==> src/rtl/rxr_pkg.sv <==
// Shared definitions for the receive descriptor ring engine:
// status bit positions, controller states and the write-back flag set.
package rxr_pkg;

    localparam int ST_EMPTY = 15;
    localparam int ST_WRAP  = 13;
    localparam int ST_LAST  = 11;
    localparam int ST_LONG  = 5;
    localparam int ST_ERR   = 2;
    localparam int ST_TRUNC = 0;

    typedef enum logic [2:0] {
        S_IDLE,
        S_RD_STAT,
        S_CHK_STAT,
        S_GET_PTR,
        S_ARMED,
        S_FRAME,
        S_WB_LEN,
        S_WB_STAT
    } ctl_state_t;

    typedef struct packed {
        logic err;
        logic too_long;
        logic trunc;
    } rx_flags_t;

    // Build the status half-word written back at the end of a frame.
    function automatic logic [15:0] wb_status(input logic wrap, input rx_flags_t f);
        logic [15:0] s;
        s           = '0;
        s[ST_WRAP]  = wrap;
        s[ST_LAST]  = 1'b1;
        s[ST_LONG]  = f.too_long;
        s[ST_ERR]   = f.err;
        s[ST_TRUNC] = f.trunc;
        return s;
    endfunction

endpackage

==> src/rtl/rxr_gate.sv <==
// Frame admission and drop accounting.
// A frame is admitted only if its first byte arrives while the engine is
// ready. A frame whose first byte is refused stays refused to its last byte.
// Assumes rx_last marks the final byte of every frame.
module rxr_gate #(
    parameter int CNT_W = 16
) (
    input  logic             clk,
    input  logic             rst_n,
    input  logic             ctrl_en,
    input  logic             rx_valid,
    input  logic             rx_last,
    input  logic             armed,
    input  logic             in_frame,
    output logic             take,
    output logic             start,
    output logic [CNT_W-1:0] drop_cnt
);

    logic drop_mid;
    logic dropped;

    // Decide whether the current byte belongs to a captured frame.
    always_comb begin
        take    = rx_valid && ctrl_en && (in_frame || (armed && !drop_mid));
        start   = take && !in_frame;
        dropped = rx_valid && ctrl_en && !take;
    end

    // Track a frame being discarded and count it at its last byte.
    always_ff @(posedge clk) begin
        if (!rst_n) begin
            drop_mid <= 1'b0;
            drop_cnt <= '0;
        end else if (!ctrl_en) begin
            drop_mid <= 1'b0;
        end else if (dropped) begin
            drop_mid <= !rx_last;
            if (rx_last) drop_cnt <= drop_cnt + CNT_W'(1);
        end
    end

endmodule

==> src/rtl/rxr_pack.sv <==
// Byte-to-word packer for one frame.
// It assembles bytes little-endian and issues one buffer write per full word
// or for the partial final word. It counts stored and received bytes and
// keeps the error, length and truncation flags.
// Assumes buf_size is a multiple of 4 and at most one byte per cycle.
module rxr_pack #(
    parameter int AW = 16
) (
    input  logic              clk,
    input  logic              rst_n,
    input  logic              ctrl_en,
    input  logic              take,
    input  logic              start,
    input  logic [7:0]        rx_data,
    input  logic              rx_last,
    input  logic              rx_err,
    input  logic [AW-1:0]     buf_word,
    input  logic [15:0]       buf_size,
    input  logic [15:0]       max_flen,
    output logic              wr_vld,
    output logic [AW-1:0]     wr_addr,
    output logic [31:0]       wr_data,
    output logic [3:0]        wr_be,
    output logic [15:0]       stored_len,
    output rxr_pkg::rx_flags_t flags
);
    import rxr_pkg::*;

    logic [15:0] scnt, tcnt;
    logic [31:0] asm_d;
    logic [3:0]  asm_be;

    logic [15:0] base_s, base_t, nt;
    logic [31:0] base_d, nd;
    logic [3:0]  base_be, nbe;
    rx_flags_t   base_f;
    logic        store, push;
    logic [1:0]  lane;

    // Merge the incoming byte into the word under assembly.
    always_comb begin
        base_s  = start ? 16'd0 : scnt;
        base_t  = start ? 16'd0 : tcnt;
        base_d  = start ? 32'd0 : asm_d;
        base_be = start ? 4'd0  : asm_be;
        base_f  = start ? '0    : flags;
        store   = base_s < buf_size;
        lane    = base_s[1:0];
        nd      = base_d;
        nbe     = base_be;
        if (store) begin
            nd[{lane, 3'b000} +: 8] = rx_data;
            nbe[lane]               = 1'b1;
        end
        nt   = (base_t == 16'hFFFF) ? base_t : base_t + 16'd1;
        push = store && ((lane == 2'd3) || rx_last);
    end

    // Register counters, flags and the outgoing word write.
    always_ff @(posedge clk) begin
        if (!rst_n || !ctrl_en) begin
            wr_vld  <= 1'b0;
            wr_addr <= '0;
            wr_data <= '0;
            wr_be   <= '0;
            scnt    <= '0;
            tcnt    <= '0;
            asm_d   <= '0;
            asm_be  <= '0;
            flags   <= '0;
        end else begin
            wr_vld <= take && push;
            if (take) begin
                scnt           <= base_s + {15'd0, store};
                tcnt           <= nt;
                flags.err      <= base_f.err | rx_err;
                flags.trunc    <= base_f.trunc | !store;
                flags.too_long <= nt > max_flen;
                if (push) begin
                    wr_addr <= buf_word + AW'(base_s[15:2]);
                    wr_data <= nd;
                    wr_be   <= nbe;
                    asm_d   <= '0;
                    asm_be  <= '0;
                end else begin
                    asm_d   <= nd;
                    asm_be  <= nbe;
                end
            end
        end
    end

    assign stored_len = scnt;

endmodule

==> src/rtl/rxr_ctrl.sv <==
// Descriptor sequencer: active flag, ring index, descriptor fetch,
// length then status write-back, and advance with wrap.
// It uses the memory port only while the packer is not writing.
// Assumes read data arrives one cycle after the request and AW <= 30.
module rxr_ctrl #(
    parameter int AW = 16
) (
    input  logic               clk,
    input  logic               rst_n,
    input  logic               ctrl_en,
    input  logic               act_set,
    input  logic [AW-1:0]      ring_base,
    input  logic               take,
    input  logic               rx_last,
    input  logic               port_busy,
    input  logic [31:0]        mem_rdata,
    input  logic [15:0]        stored_len,
    input  rxr_pkg::rx_flags_t flags,
    output logic               act,
    output logic               armed,
    output logic               in_frame,
    output logic [AW-1:0]      buf_word,
    output logic               c_req,
    output logic               c_we,
    output logic [AW-1:0]      c_addr,
    output logic [3:0]         c_be,
    output logic [31:0]        c_wdata
);
    import rxr_pkg::*;

    ctl_state_t    state;
    logic [AW-1:0] desc_addr;
    logic          desc_wrap;
    logic          rd_empty, rd_wrap;
    logic          unused_rdata;

    assign rd_empty     = mem_rdata[16 + ST_EMPTY];
    assign rd_wrap      = mem_rdata[16 + ST_WRAP];
    assign unused_rdata = ^mem_rdata;
    assign armed        = (state == S_ARMED);
    assign in_frame     = (state == S_FRAME);

    // Drive this sequencer's memory request for the current state.
    always_comb begin
        c_req   = 1'b0;
        c_we    = 1'b0;
        c_addr  = desc_addr;
        c_be    = 4'b0000;
        c_wdata = 32'd0;
        case (state)
            S_RD_STAT: c_req = 1'b1;
            S_CHK_STAT: if (rd_empty) begin
                c_req  = 1'b1;
                c_addr = desc_addr + AW'(1);
            end
            S_WB_LEN: if (!port_busy) begin
                c_req   = 1'b1;
                c_we    = 1'b1;
                c_be    = 4'b0011;
                c_wdata = {16'd0, stored_len};
            end
            S_WB_STAT: if (!port_busy) begin
                c_req   = 1'b1;
                c_we    = 1'b1;
                c_be    = 4'b1100;
                c_wdata = {wb_status(desc_wrap, flags), 16'd0};
            end
            default: ;
        endcase
    end

    // Keep the active flag: set by software, cleared on a busy descriptor.
    always_ff @(posedge clk) begin
        if (!rst_n || !ctrl_en)
            act <= 1'b0;
        else if (act_set)
            act <= 1'b1;
        else if (state == S_CHK_STAT && !rd_empty)
            act <= 1'b0;
    end

    // Sequence the states and move the ring index.
    always_ff @(posedge clk) begin
        if (!rst_n || !ctrl_en) begin
            state     <= S_IDLE;
            desc_addr <= ring_base;
            desc_wrap <= 1'b0;
            buf_word  <= '0;
        end else begin
            case (state)
                S_IDLE:     if (act) state <= S_RD_STAT;
                S_RD_STAT:  state <= S_CHK_STAT;
                S_CHK_STAT: begin
                    desc_wrap <= rd_wrap;
                    state     <= rd_empty ? S_GET_PTR : S_IDLE;
                end
                S_GET_PTR: begin
                    buf_word <= mem_rdata[AW+1:2];
                    state    <= S_ARMED;
                end
                S_ARMED:    if (take) state <= rx_last ? S_WB_LEN : S_FRAME;
                S_FRAME:    if (take && rx_last) state <= S_WB_LEN;
                S_WB_LEN:   if (!port_busy) state <= S_WB_STAT;
                S_WB_STAT:  if (!port_busy) begin
                    desc_addr <= desc_wrap ? ring_base : desc_addr + AW'(2);
                    state     <= S_RD_STAT;
                end
                default:    state <= S_IDLE;
            endcase
        end
    end

endmodule

==> src/rtl/rx_ring_dma.sv <==
// Receive descriptor ring DMA engine, top level.
// It joins the admission gate, the byte packer and the descriptor sequencer,
// and shares one memory port between them. Buffer data writes take priority
// on that port.
// Assumes a memory that grants every request at once.
module rx_ring_dma #(
    parameter int AW    = 16,
    parameter int CNT_W = 16
) (
    input  logic             clk,
    input  logic             rst_n,
    input  logic             ctrl_en,
    input  logic             act_set,
    input  logic [AW-1:0]    ring_base,
    input  logic [15:0]      buf_size,
    input  logic [15:0]      max_flen,
    input  logic             rx_valid,
    input  logic [7:0]       rx_data,
    input  logic             rx_last,
    input  logic             rx_err,
    output logic             mem_req,
    output logic             mem_we,
    output logic [AW-1:0]    mem_addr,
    output logic [3:0]       mem_be,
    output logic [31:0]      mem_wdata,
    input  logic [31:0]      mem_rdata,
    output logic             act,
    output logic [CNT_W-1:0] drop_cnt
);
    import rxr_pkg::*;

    logic          take, start, armed, in_frame;
    logic          pk_vld;
    logic [AW-1:0] pk_addr, buf_word;
    logic [31:0]   pk_data;
    logic [3:0]    pk_be;
    logic [15:0]   stored_len;
    rx_flags_t     flags;
    logic          c_req, c_we;
    logic [AW-1:0] c_addr;
    logic [3:0]    c_be;
    logic [31:0]   c_wdata;

    rxr_gate #(.CNT_W(CNT_W)) u_gate (
        .clk(clk), .rst_n(rst_n), .ctrl_en(ctrl_en),
        .rx_valid(rx_valid), .rx_last(rx_last),
        .armed(armed), .in_frame(in_frame),
        .take(take), .start(start), .drop_cnt(drop_cnt)
    );

    rxr_pack #(.AW(AW)) u_pack (
        .clk(clk), .rst_n(rst_n), .ctrl_en(ctrl_en),
        .take(take), .start(start),
        .rx_data(rx_data), .rx_last(rx_last), .rx_err(rx_err),
        .buf_word(buf_word), .buf_size(buf_size), .max_flen(max_flen),
        .wr_vld(pk_vld), .wr_addr(pk_addr), .wr_data(pk_data), .wr_be(pk_be),
        .stored_len(stored_len), .flags(flags)
    );

    rxr_ctrl #(.AW(AW)) u_ctrl (
        .clk(clk), .rst_n(rst_n), .ctrl_en(ctrl_en), .act_set(act_set),
        .ring_base(ring_base), .take(take), .rx_last(rx_last),
        .port_busy(pk_vld), .mem_rdata(mem_rdata),
        .stored_len(stored_len), .flags(flags),
        .act(act), .armed(armed), .in_frame(in_frame), .buf_word(buf_word),
        .c_req(c_req), .c_we(c_we), .c_addr(c_addr), .c_be(c_be), .c_wdata(c_wdata)
    );

    // Share the memory port; buffer data writes win.
    always_comb begin
        if (pk_vld) begin
            mem_req   = 1'b1;
            mem_we    = 1'b1;
            mem_addr  = pk_addr;
            mem_be    = pk_be;
            mem_wdata = pk_data;
        end else begin
            mem_req   = c_req;
            mem_we    = c_we;
            mem_addr  = c_addr;
            mem_be    = c_be;
            mem_wdata = c_wdata;
        end
    end

endmodule

==> config.mk <==
export PLATFORM = sky130hd
export DESIGN_NAME = rx_ring_dma
export DESIGN_NICKNAME = d
export VERILOG_FILES = /design/src/rtl/rxr_pkg.sv /design/src/rtl/rxr_gate.sv /design/src/rtl/rxr_pack.sv /design/src/rtl/rxr_ctrl.sv /design/src/rtl/rx_ring_dma.sv
export SDC_FILE = /design/constraint.sdc
export NUM_CORES = 1
export LEC_CHECK = 0
export BUFFER_PORTS_ARGS = -buffer_cell sky130_fd_sc_hd__buf_2
export CAP_MARGIN = 20
export CORE_ASPECT_RATIO = 2
export CORE_MARGIN = 2
export CORE_UTILIZATION = 39
export CTS_CLUSTER_DIAMETER = 200
export DETAILED_ROUTE_END_ITERATION = 10
export GPL_TIMING_DRIVEN = 0
export PLACE_DENSITY_LB_ADDON = 0.2
export SYNTH_ARGS = -nofsm -noshare
export SYNTH_HDL_FRONTEND = slang
export SYNTH_SLANG_ARGS = --single-unit
==> constraint.sdc <==
create_clock -name clk -period 15.9 [get_ports clk]
set_input_delay 3.18 -clock clk [delete_from_list [all_inputs] [get_ports clk]]
set_output_delay 3.18 -clock clk [all_outputs]
set_load 0.05 [all_outputs]
Word-level counts from Yosys, hierarchy flattened

Cells that the tools add are included.

Bits in registers: 178
Input port bits: 95
Word-level logic and storage cells: 119
Output and inout bits: 71

Magnitude comparators: 4
Bitwise logic cells: 3
Add/subtract/negate cells: 7
Shifts and indexed selects: 2
Reductions and logical operators: 31
Equality and inequality tests: 15
Mux-type cells: 39

Operators with widths:

| kind                                                 | count |
|---|---|
| 2-to-1 mux 16 bit                                    | 10 |
| 2-to-1 mux 32 bit                                    | 4 |
| one-hot mux 30 bit (2 select lines)                  | 1 |
| adder 16 x 1 -> 16 bit, second input constant        | 3 |
| bitwise mux 32 bit                                   | 1 |
| variable shift 8 x 7 -> 32 bit, first input constant | 1 |
| indexed part select 8 x 7 -> 32 bit                  | 1 |
| one-hot mux 3 bit (8 select lines)                   | 1 |
| 2-to-1 mux 3 bit                                     | 6 |
| adder 16 x 1 -> 16 bit                               | 1 |
| adder 16 x 14 -> 16 bit                              | 1 |
| adder 16 x 2 -> 16 bit, second input constant        | 1 |
| == test 16 bit, second input constant                | 1 |
| > comparator 16 bit                                  | 1 |
| < comparator 16 bit                                  | 1 |
| 2-to-1 mux 4 bit                                     | 4 |
| == test 3 bit, second input constant                 | 4 |
| logical AND 1 bit                                    | 10 |
| logical NOT 1 bit                                    | 8 |
| != test 2 x 1 -> 1 bit, second input constant        | 4 |
| one-hot mux 4 bit (2 select lines)                   | 1 |
| 2-to-1 mux 1 bit                                     | 7 |
| negator 5 -> 7 bit                                   | 1 |
| == test 3 x 2 -> 1 bit, second input constant        | 2 |
| 18 further kinds                                     | 26 |

Longest topological paths before layout

Gate-level depths: netlist of the first run.

Word-level depth: 13
Gate-level depth with buffers: 24
Gate-level depth less buffers: 19

Cells and area by module

A second synthesis of the first run with hierarchy kept.

Cells, all modules: 1273
Area total of the unflattened synthesis: 11074.4 um2

Modules (own cells, without submodules):

| module      | area an instance (um2) | cells an instance | instances |
|---|---|---|---|
| rxr_pack    | 7056.8                 | 826               | 1 |
| rxr_ctrl    | 2303.5                 | 291               | 1 |
| rx_ring_dma | 889.6                  | 60                | 1 |
| rxr_gate    | 824.5                  | 96                | 1 |

Worst setup path before layout of the first run

OpenSTA, ideal clock, no wires.

Path kind: in2out
Start: input port mem_rdata[31]
End: output port mem_addr[14]
Stages: 8
Path slack: 7.296 ns
Buffers on the path: 1
Arrival time: 5.424 ns
Data required time: 12.720 ns
Path through: nor4bb_1 clkbuf_1 nand4_1 nor2_1 nand3_1 nor2_1 xnor2_1 o21ai_0

Longest elaborated chain between the ends: 3

Ends and longest elaborated chain:

| item              | RTL line          | source |
|---|---|---|
| from (decl)       | rx_ring_dma.sv:26 | `input logic [31:0] mem_rdata,` |
| 2-to-1 mux 16 bit | rxr_ctrl.sv:52    | `S_CHK_STAT: if (rd_empty) begin` |
| 2-to-1 mux 16 bit | rxr_ctrl.sv:50    | `case (state)` |
| 2-to-1 mux 16 bit | rx_ring_dma.sv:71 | `if (pk_vld) begin` |
| to (decl)         | rx_ring_dma.sv:23 | `output logic [AW-1:0] mem_addr,` |

Every way passes these cells.

Final worst setup path of the first run

Start: input port rx_valid
End: register u_pack.scnt[14], in the netlist u_pack.stored_len[14]

Longest elaborated chain between the ends: 6

Ends and longest elaborated chain:

| item                             | RTL line          | source |
|---|---|---|
| from (decl)                      | rx_ring_dma.sv:17 | `input logic rx_valid,` |
| logical AND 1 bit * (2 in a row) | rxr_gate.sv:25    | `take = rx_valid && ctrl_en && (in_frame \|\| (armed && !drop_mid));` |
| logical AND 1 bit                | rxr_gate.sv:26    | `start = take && !in_frame;` |
| 2-to-1 mux 16 bit                | rxr_pack.sv:42    | `base_s = start ? 16'd0 : scnt;` |
| < comparator 16 bit              | rxr_pack.sv:47    | `store = base_s < buf_size;` |
| adder 16 x 1 -> 16 bit           | rxr_pack.sv:74    | `scnt <= base_s + {15'd0, store};` |
| to (signal assigned)             | rxr_pack.sv:74    |  |
| to (decl)                        | rxr_pack.sv:29    | `logic [15:0] scnt, tcnt;` |

Every way passes the cells marked *; elsewhere a longest branch is shown, timed or not.
A chain may end at the register's enable or synchronous reset.

==> results.cfg, run 1 <==
[yosys]
yosysTopAreaCell = dfxtp_1
syn-instance-count = 1242
synth_top_family_by_area = compound AO/OA/AOI/OAI gates
synth_top_area_share_pct = 30.99
syn-cell-area_um2 = 10470
synth-main-ff-cell = dfxtp_1
yosys.area_share.simple_pct = 19.19
synthMuxAreaShare_pct = 0.6097
yosysWarningCount = 0
synth_fa_ha_area_share_pct = 7.244
synth_edf_count = 16
syn-mean-instance-area_um2 = 8.427
synth-seq-area-share_pct = 35.58
ys_types = 66
synth_xor_area_share_pct = 7.029
synth_common_cells = dfxtp_1 (162), nand2_1 (145), a21oi_1 (108)
synth_compound_area_share_pct = 25.30
ys_top_cells_by_area = dfxtp_1 (31%), ha_1 (7.1%), nand2_1 (5.2%)
synth-seq-cells = 178
synthMostInstantiatedCell = dfxtp_1
synth-async-reset-ratio_pct = 0
synth_fp_nets = 1397

[clock_network]
clock_sinks = 178
clkLatencyLatePin_ns = 0.46
cts_tree = built
cts_resized = 0
cts_setup_buffers = 0
cts_buffers = 17
cts-root-buf = clkbuf_16
hold_buffers = 0
path_clk_slew_ns = 0.07
cts.path.max_buffers = 2
htree_num_levels = 4

[die]
die_y_um = 235.7
die_w_um = 119.8
ios = 166
initial_core_util_pct = 39.67
rows = 84
coreArea_um2 = 26380
die_area_um2 = 28240

[drt]
drt_first_pass_iters = 5
met1_length_mm = 12.35
wl_met2_mm = 19.09
drcViolationCount = 0
ant_nets = 0
drt_iter0_drc = 594
routed.top_layer = met4
post_drt_wl_per_cell_um = 19.64
vias = 9844
routed_wl_mm = 34.61
met3_length_mm = 1.356
via_per_inst = 5.587

[setup_path]
r2r_start = u_ctrl.state[0]$_SDFFE_PN0P_
crit_arrival_ns = 8.90
end_kind = flop
cp_max_fo = 10
critPathLaunch = rx_valid
critical_path_class = in2reg
cp.required_ns = 16.21
startpoint_type = input pin

[global_routing]
antenna_found_initial = 1
grt-ovfl-total = 0
grt_start_max_net_pins = 17
track_usage_pct = 24.62
grt_first_pass_wirelength_mm = 53.58
grt_pass1_vias = 9901

[sta]
slew_viol_final = 0
tns_ns = 0
fin_crit_ns = 8.588
finClkSkew_ns = 0.01219
fmax_mhz = 116.4
setup_viol = 0
rsz0062_at_grt = false
finalCritPeriodShare_pct = 54.01
worst_pin_slew_ns = 1.118
slew_headroom_pct = 25.46
hold_violations = 0

[hold_path]
min_path_type = reg2reg
min-delay-start = u_pack.asm_be[2]$_SDFFE_PN0P_

[final_layout]
drive_gt1_share_pct = 15.60
layout.nets = 1559
layout.cells.non_filler = 1762
areaGrowthSynthToFinish_pct = 16.84
nFillCells = 2645
register_area_um2 = 3724
multi_input_area_um2 = 6213

[power]
p_leak_nw = 4.889
ir_drop_mv = 0.08298
powerDensity_nw_per_um2 = 80.59

[placement]
hpwl_mm = 27.46
gp_congestion = 0.9412
port_buffers = 143
placed_cells = 1729

[outcome]
status = finished clean

[run]
maxCapViolations = 0
## registers in the layout, indices dropped and copies added, names as in the netlist
register	cells
u_ctrl.act	1
u_ctrl.buf_word	16
u_ctrl.desc_addr	16
u_ctrl.desc_wrap	1
u_ctrl.state	3
u_gate.drop_cnt	16
u_gate.drop_mid	1
u_pack.asm_be	4
u_pack.asm_d	32
u_pack.flags	3
u_pack.stored_len	16
u_pack.tcnt	16
u_pack.wr_addr	16
u_pack.wr_be	4
u_pack.wr_data	32
u_pack.wr_vld	1
## per-layer routing
metal	track usage (%)	vias up
li1	-	4812
met1	24.56	4651
met2	47.43	294
met3	3.391	87
met4	13.94	0
met5	0	-
## through the flow
step / hold slack, ns / utilization, % / area (um2) / worst slack [ns] / total power, W
after floorplan: 0.4255 / - / 10470 / 7.296 / 0.0005223
after detailed placement: 0.4517 / 44.02 / 11610 / 6.879 / 0.0005540
after CTS: 0.4638 / 46.35 / 12230 / 7.358 / 0.0009897
after global placement: 0.4381 / 44.02 / 11610 / 6.954 / 0.0005530
final: 0.4622 / 46.36 / 12230 / 7.312 / 0.0009855
after global routing: 0.4764 / 46.36 / 12230 / 6.910 / 0.001014
## critical path, cell delays in order
cell and delay [ns]:
buf_2 0.15, nand4b_1 0.12, or2_1 0.12, buf_6 0.17, clkbuf_1 0.53, clkbuf_1 0.45
clkbuf_1 0.52, and2_1 0.43, ha_1 0.31, nor3_1 0.43, o311ai_4 0.25, a21oi_4 0.31
buf_2 0.30, ha_1 0.24, ha_1 0.21, nand2_1 0.07, nor3_1 0.42, nand3_1 0.18
nor4_1 0.27, xnor2_1 0.16, nor2_1 0.05
## cells in the final DEF, fill, tap and decap left out, types with 4 or more instances in the layout
master and count:
a211oi_1 31, a211oi_2 13, a21o_1 17, a21oi_1 108, a22o_1 51, a22oi_1 10
a31oi_1 6, a32oi_1 32, and2_1 53, and3_1 7, and4_1 6, buf_1 8
buf_2 149, buf_6 6, clkbuf_1 62, clkbuf_16 19, dfxtp_1 162, edfxtp_1 16
ha_1 59, inv_1 41, inv_6 5, nand2_1 145, nand2b_1 4, nand3_1 38
nand4_1 22, nor2_1 88, nor2b_1 7, nor3_1 15, nor4_1 5, o211ai_1 8
o21ai_0 67, or2_2 5, or3_1 8, xnor2_1 49, xor2_1 35
## kinds of logic after synthesis
logic type      Yosys count
flops                   178
fa+ha+maj                60
mux                       6
compound gates          376
xor+xnor                 84
buf+inv                 125
simple gates            413
## final timing paths
check                           slack [ns]                                 end  depth (start not counted)
worst max-delay path                  7.31  u_pack.stored_len[14]$_SDFFE_PN0P_                         21
worst min register to register        0.46       u_pack.asm_be[2]$_SDFFE_PN0P_                          2
worst min-delay path                  0.46       u_pack.asm_be[2]$_SDFFE_PN0P_                          2
worst max register to register        9.69  u_pack.stored_len[14]$_SDFFE_PN0P_                         21
## cell type report
cell class              instances  area share [%]
inverters                      42           1.289
multi-input cells             939           50.81
clock buffers                  22           4.144
well taps                     344           3.520
diodes                          1         0.02046
flip-flops and latches        178           30.45
repair buffers                143           5.852
plain buffers                  83           3.039
clock inverters                10          0.8799
## where the power goes
part	internal (W)	leakage, nW	switching, W	total [W]
registers	0.000458	1.47	0.00000642	0.000464
logic	0.0000240	3.12	0.0000557	0.0000797
clock network	0.000246	0.299	0.000195	0.000442
Note: power is estimated with default switching activity, not from simulation.
==> inputs of run 2 (changes only) <==
--- a/config.mk
+++ b/config.mk
@@ -5,6 +5,7 @@
 export SDC_FILE = /design/constraint.sdc
 export NUM_CORES = 1
 export LEC_CHECK = 0
+export ABC_AREA = 1
 export BUFFER_PORTS_ARGS = -buffer_cell sky130_fd_sc_hd__buf_2
 export CAP_MARGIN = 20
 export CORE_ASPECT_RATIO = 2
==> constraint.sdc (replaced) <==
create_clock -name clk -period 6.9 [get_ports clk]
set_input_delay 1.38 -clock clk [delete_from_list [all_inputs] [get_ports clk]]
set_output_delay 1.38 -clock clk [all_outputs]
set_load 0.05 [all_outputs]
==> run 2 against run 1 <==
Count of clock-buffer cells in the layout did not move; synthesized cell count increased by 35%; worst setup slack worse by 6.1 ns; final cell count up 26%; power increased by 130%; combinational power rose by 120%; critical path depth increased by 3; register-to-register slack worse by 7.9 ns; sequential power is 130% higher; core utilization down 0.39 points; die area is 6.6% higher; worst hold slack improved by 0.0034 ns.
==> results.cfg, run 2 <==
[outcome]
status = finished clean

[yosys]
synthMostInstantiatedCell = nand2_1
synth_top_family_by_area = simple AND/OR/NAND/NOR gates
yosys.area_share.simple_pct = 28.46
syn-mean-instance-area_um2 = 6.642
synth-seq-area-share_pct = 33.33
synth-main-ff-cell = dfxtp_1
ys_top_cells_by_area = dfxtp_1 (29%), nand2_1 (16%), a21oi_1 (7.4%)
synth_top_area_share_pct = 29.03
synthMuxAreaShare_pct = 0.4592
synth_common_cells = nand2_1 (473), inv_1 (218), a21oi_1 (165)
synth-seq-cells = 178
synth_fa_ha_area_share_pct = 6.787
synth-async-reset-ratio_pct = 0
syn-instance-count = 1682
ys_types = 57
synth_edf_count = 16
synth_xor_area_share_pct = 3.449
syn-cell-area_um2 = 11170
yosysWarningCount = 0
synth_compound_area_share_pct = 16.30
synth_fp_nets = 1837
yosysTopAreaCell = dfxtp_1

[global_routing]
grt-ovfl-total = 0
grt_pass1_vias = 11380
grt_first_pass_wirelength_mm = 59.14
antenna_found_initial = 0
track_usage_pct = 25.76
grt_start_max_net_pins = 17

[power]
powerDensity_nw_per_um2 = 174.0
ir_drop_mv = 0.1382
p_leak_nw = 6.070

[final_layout]
drive_gt1_share_pct = 12.51
areaGrowthSynthToFinish_pct = 15.99
fin_util_pct = 45.96
layout.nets = 2007
layout_common_cells = nand2_1 (473), inv_1 (218), a21oi_1 (165)
n_antenna_cell = 0
nFillCells = 3027
final_common_cell = nand2_1
multi_input_area_um2 = 6195
register_area_um2 = 3724
reg_top3 = u_pack.asm_d: 32 flops, u_pack.wr_data: 32 flops

[drt]
ant_nets = 0
routed_wl_mm = 37.88
drt_iter0_drc = 577
via_per_inst = 5.190
vias = 11520
drcViolationCount = 0
drt_first_pass_iters = 5
post_drt_wl_per_cell_um = 17.07

[clock_network]
cts_setup_buffers = 0
hold_buffers = 0
clock_sinks = 178
cts.path.max_buffers = 2
path_clk_slew_ns = 0.07
cts-root-buf = clkbuf_16
cts_buffers = 17
clkLatencyLatePin_ns = 0.46
htree_num_levels = 4
cts_resized = 0
cts_tree = built

[sta]
fmax_mhz = 175.2
fin_crit_ns = 5.708
rsz0062_at_grt = false
finalCritPeriodShare_pct = 82.73
hold_violations = 0
worst_pin_slew_ns = 0.8981
worst_hold_slack_ns = 0.4656
tns_ns = 0
slew_viol_final = 0
finClkSkew_ns = 0.01180
slew_headroom_pct = 39.90
setup_viol = 0

[setup_path]
startpoint_type = input pin
cp.required_ns = 7.31
crit_arrival_ns = 6.12
cp_max_fo = 10
end_kind = flop
critical_path_class = in2reg

[die]
die_y_um = 243.4
die_w_um = 123.7
initial_core_util_pct = 39.63
die_area_um2 = 30100
rows = 87
ios = 166
coreArea_um2 = 28190

[run]
maxCapViolations = 0

[placement]
gp_congestion = 0.9603
hpwl_mm = 30.43
port_buffers = 151

[hold_path]
min_path_type = reg2reg
-- run 2: critical path, cell delays in order --
cell	delay (ns)
buf_2	0.09
nand2_1	0.10
inv_1	0.14
nand4_4	0.16
inv_2	0.17
buf_2	0.28
buf_2	0.31
nor2_1	0.16
ha_1	0.34
a21oi_1	0.15
o21ai_0	0.11
a21oi_1	0.40
nand2_1	0.32
buf_2	0.29
inv_1	0.08
ha_1	0.17
ha_1	0.20
nand3_1	0.13
nor3_2	0.27
nand2_1	0.11
nor2_1	0.28
nand2_1	0.12
nor3_1	0.21
o21a_1	0.14
-- run 2: power breakdown --
group / internal [W] / leakage, nW / switching [W]
sequential: 0.00105 / 1.47 / 0.0000137
clock: 0.000569 / 0.289 / 0.000438
combinational: 0.0000555 / 4.31 / 0.000124
-- run 2: cell families (layout without fill, tap and decap cells) --
group                      Yosys count  in the layout
and+or+nand+nor                    756            756
xor gates and xnor gates            44             44
adders and majority gates           60             60
muxes                                5              5
AOI/OAI and AO/OA                  338            338
buffers and inverters              301            482
DFF                                178            178
-- run 2: final cells by class --
class | count | area share, %
Multi-Input combinational cell | 1203 | 47.80
Sequential cell | 178 | 28.73
Inverter | 228 | 6.604
Timing Repair Buffer | 151 | 5.832
Clock buffer | 22 | 3.737
Tap cell | 356 | 3.437
Buffer | 73 | 3.070
Clock inverter | 8 | 0.7821
-- run 2: layer usage --
metal	up-vias	wire, um	global-route usage [%]
li1	5768	-	-
met1	5282	13690	26.03
met2	342	19910	46.72
met3	125	1420	3.324
met4	0	2853	18.78
met5	-	0	0
-- run 2: stage by stage --
stage          total power (W)  worst slack (ns)  cell area (um2)  instances
2_1_floorplan         0.001200             2.177            11170       1682
3_3_place_gp          0.001268            0.8384            12370       2189
3_5_place_dp          0.001270            0.7647            12370       2189
4_1_cts               0.002269             1.231            12960       2219
5_1_grt               0.002321            0.8885            12960       2219
6_report              0.002255             1.192            12960       2219
-- run 2: path summary, 6_finish.rpt --
check | start | end | slack, ns | cells after the start
setup reg to reg | u_ctrl.state[2]$_SDFFE_PN0P_ | u_pack.stored_len[12]$_SDFFE_PN0P_ | 1.75 | 23
hold / removal | u_pack.asm_d[7]$_SDFFE_PN0P_ | u_pack.asm_d[7]$_SDFFE_PN0P_ | 0.47 | 2
hold reg to reg | u_pack.asm_d[7]$_SDFFE_PN0P_ | u_pack.asm_d[7]$_SDFFE_PN0P_ | 0.47 | 2
setup / recovery | ctrl_en | u_pack.stored_len[12]$_SDFFE_PN0P_ | 1.19 | 24
==> inputs of run 3 (changes only) <==
==> constraint.sdc (replaced) <==
create_clock -name clk -period 5.6 [get_ports clk]
set_input_delay 1.12 -clock clk [delete_from_list [all_inputs] [get_ports clk]]
set_output_delay 1.12 -clock clk [all_outputs]
set_load 0.05 [all_outputs]
==> run 3 against run 2 <==
Sequential share of layout area is essentially flat; critical endpoint is now u_pack.stored_len[10]$_SDFFE_PN0P_; global-route usage did not move; wire length increased by 0.18%.
==> results.cfg, run 3 (synthesis results as in run 2) <==
[final_layout]
fin_util_pct = 45.98
n_antenna_cell = 0
areaGrowthSynthToFinish_pct = 16.03
layout.nets = 2007
drive_gt1_share_pct = 12.56
layout_common_cells = nand2_1 (473), inv_1 (218), a21oi_1 (164)
nFillCells = 3025
reg_top3 = u_pack.asm_d: 32 flops, u_pack.wr_data: 32 flops
final_common_cell = nand2_1
layout.cells.non_filler = 2219

[die]
die_w_um = 123.7
initial_core_util_pct = 39.63
die_area_um2 = 30100
ios = 166
die_y_um = 243.4
rows = 87
coreArea_um2 = 28190

[drt]
drt_first_pass_iters = 5
via_per_inst = 5.189
drcViolationCount = 0
routed_wl_mm = 37.95
ant_nets = 0
post_drt_wl_per_cell_um = 17.10
vias = 11510
drt_iter0_drc = 569

[sta]
finalCritPeriodShare_pct = 93.61
finClkSkew_ns = 0.01207
setup_viol = 0
slew_headroom_pct = 39.65
rsz0062_at_grt = false
hold_violations = 0
fin_crit_ns = 5.242
fmax_mhz = 190.8
worst_pin_slew_ns = 0.9019
tns_ns = 0
fin_ws_ns = 0.3581
slew_viol_final = 0

[setup_path]
slowest_stage = ha_1
max_stage_delay_ns = 0.34
startpoint_type = input pin
critPathTopFamily = simple AND/OR/NAND/NOR gates
end_kind = flop
crit_arrival_ns = 5.59
cp_max_fo = 10
crit_path_cell_trace = buf_2, nand2_1, inv_1, nand4_4, inv_2, buf_2, buf_2, nor2_1, ha_1, a21oi_1, o21ai_0, a21oi_2, nand2_1, buf_2, inv_1, ha_1, ha_1, nand3_1, nor3_2, nand2_1, nor2_1, nand2_1, a221oi_1
cp.required_ns = 5.95
critical_path_class = in2reg
cp_num_buf_inv = 7

[global_routing]
antenna_found_initial = 0
grt_start_max_net_pins = 17
grt_pass1_vias = 11380
grt_first_pass_wirelength_mm = 59.14
grt-ovfl-total = 0
track_usage_pct = 25.76

[run]
maxCapViolations = 0

[hold_path]
min_path_type = reg2reg

[placement]
gp_congestion = 0.9603
placed_cells = 2189
hpwl_mm = 30.43
port_buffers = 151
dp_worst_setup_slack_ns = -0.2753

[clock_network]
cts.path.max_buffers = 2
clock_sinks = 178
htree_num_levels = 4
cts_buffers = 17
cts-root-buf = clkbuf_16
path_clk_slew_ns = 0.07
clkLatencyLatePin_ns = 0.46
cts_tree = built
cts_setup_buffers = 0

[power]
pwr-share-comb_pct = 8.0
p_clk_share_pct = 44.7
p_leak_nw = 6.071
seqPwrFrac_pct = 47.4
swShare_pct = 25.54
power.total_w = 0.002779
power.switching_w = 0.0007098
powerDensity_nw_per_um2 = 214.4
p_int_w = 0.002070
ir_drop_mv = 0.1699

[outcome]
status = finished clean
-- run 3: cell types whose count changed in the layout (fill, tap and decap cells not counted) --
cell | previous run | this run
a21oi_1 | 165 | 164
a21oi_2 | 1 | 2
-- run 3: final cells by class --
class,count,area [um2],share of cell area (%)
Sequential cell,178,3724,28.73
Clock buffer,22,484.2,3.736
Inverter,228,855.8,6.602
Tap cell,356,445.4,3.436
Timing Repair Buffer,151,755.7,5.830
Buffer,73,397.9,3.070
Multi-Input combinational cell,1203,6198,47.82
Clock inverter,8,101.3,0.7819
-- run 3: final timing paths --
| path | depth (start not counted) | slack (ns) | from | to |
|---|---|---|---|---|
| worst min register to register | 2 | 0.47 | u_pack.asm_d[7]$_SDFFE_PN0P_ | u_pack.asm_d[7]$_SDFFE_PN0P_ |
| worst max-delay path | 23 | 0.36 | ctrl_en | u_pack.stored_len[10]$_SDFFE_PN0P_ |
| worst min-delay path | 2 | 0.47 | u_pack.asm_d[7]$_SDFFE_PN0P_ | u_pack.asm_d[7]$_SDFFE_PN0P_ |
| worst max register to register | 22 | 0.65 | u_ctrl.state[2]$_SDFFE_PN0P_ | u_pack.stored_len[10]$_SDFFE_PN0P_ |
-- run 3: power groups by stage --
stage                     clock network (W)  logic [W]  registers [W]
after floorplan                           0   0.000136        0.00134
after global placement                    0   0.000218        0.00134
after detailed placement                  0   0.000221        0.00134
after CTS                           0.00126   0.000221        0.00132
after global routing                0.00130   0.000241        0.00132
final                               0.00124   0.000221        0.00132
-- run 3: tightest hold or removal path: stages (launching register included) --
cell and delay, ns:
dfxtp_1 0.31, nand2_1 0.06, a21oi_1 0.05
-- run 3: routing by layer --
layer	track usage (%)	vias to the layer above	share of wire, %
met4	18.78	0	7.4
li1	-	5768	-
met2	46.72	335	53
met3	3.324	121	3.9
met5	0	-	0
met1	26.03	5290	36
-- run 3: timing repair --
item / 4_1_cts / 5_1_grt
endpoints found under the hold margin: 0 / 0
resized for setup: 0 / 1
endpoints found under the setup margin: 0 / 2
hold buffers: 0 / 0
-- run 3: through the flow --
step / instance area, um2 / hold WS [ns]
floorplan: 11170 / 0.4363
global placement: 12370 / 0.4504
detailed placement: 12370 / 0.4551
CTS: 12960 / 0.4662
global route: 12960 / 0.4762
finish: 12960 / 0.4656
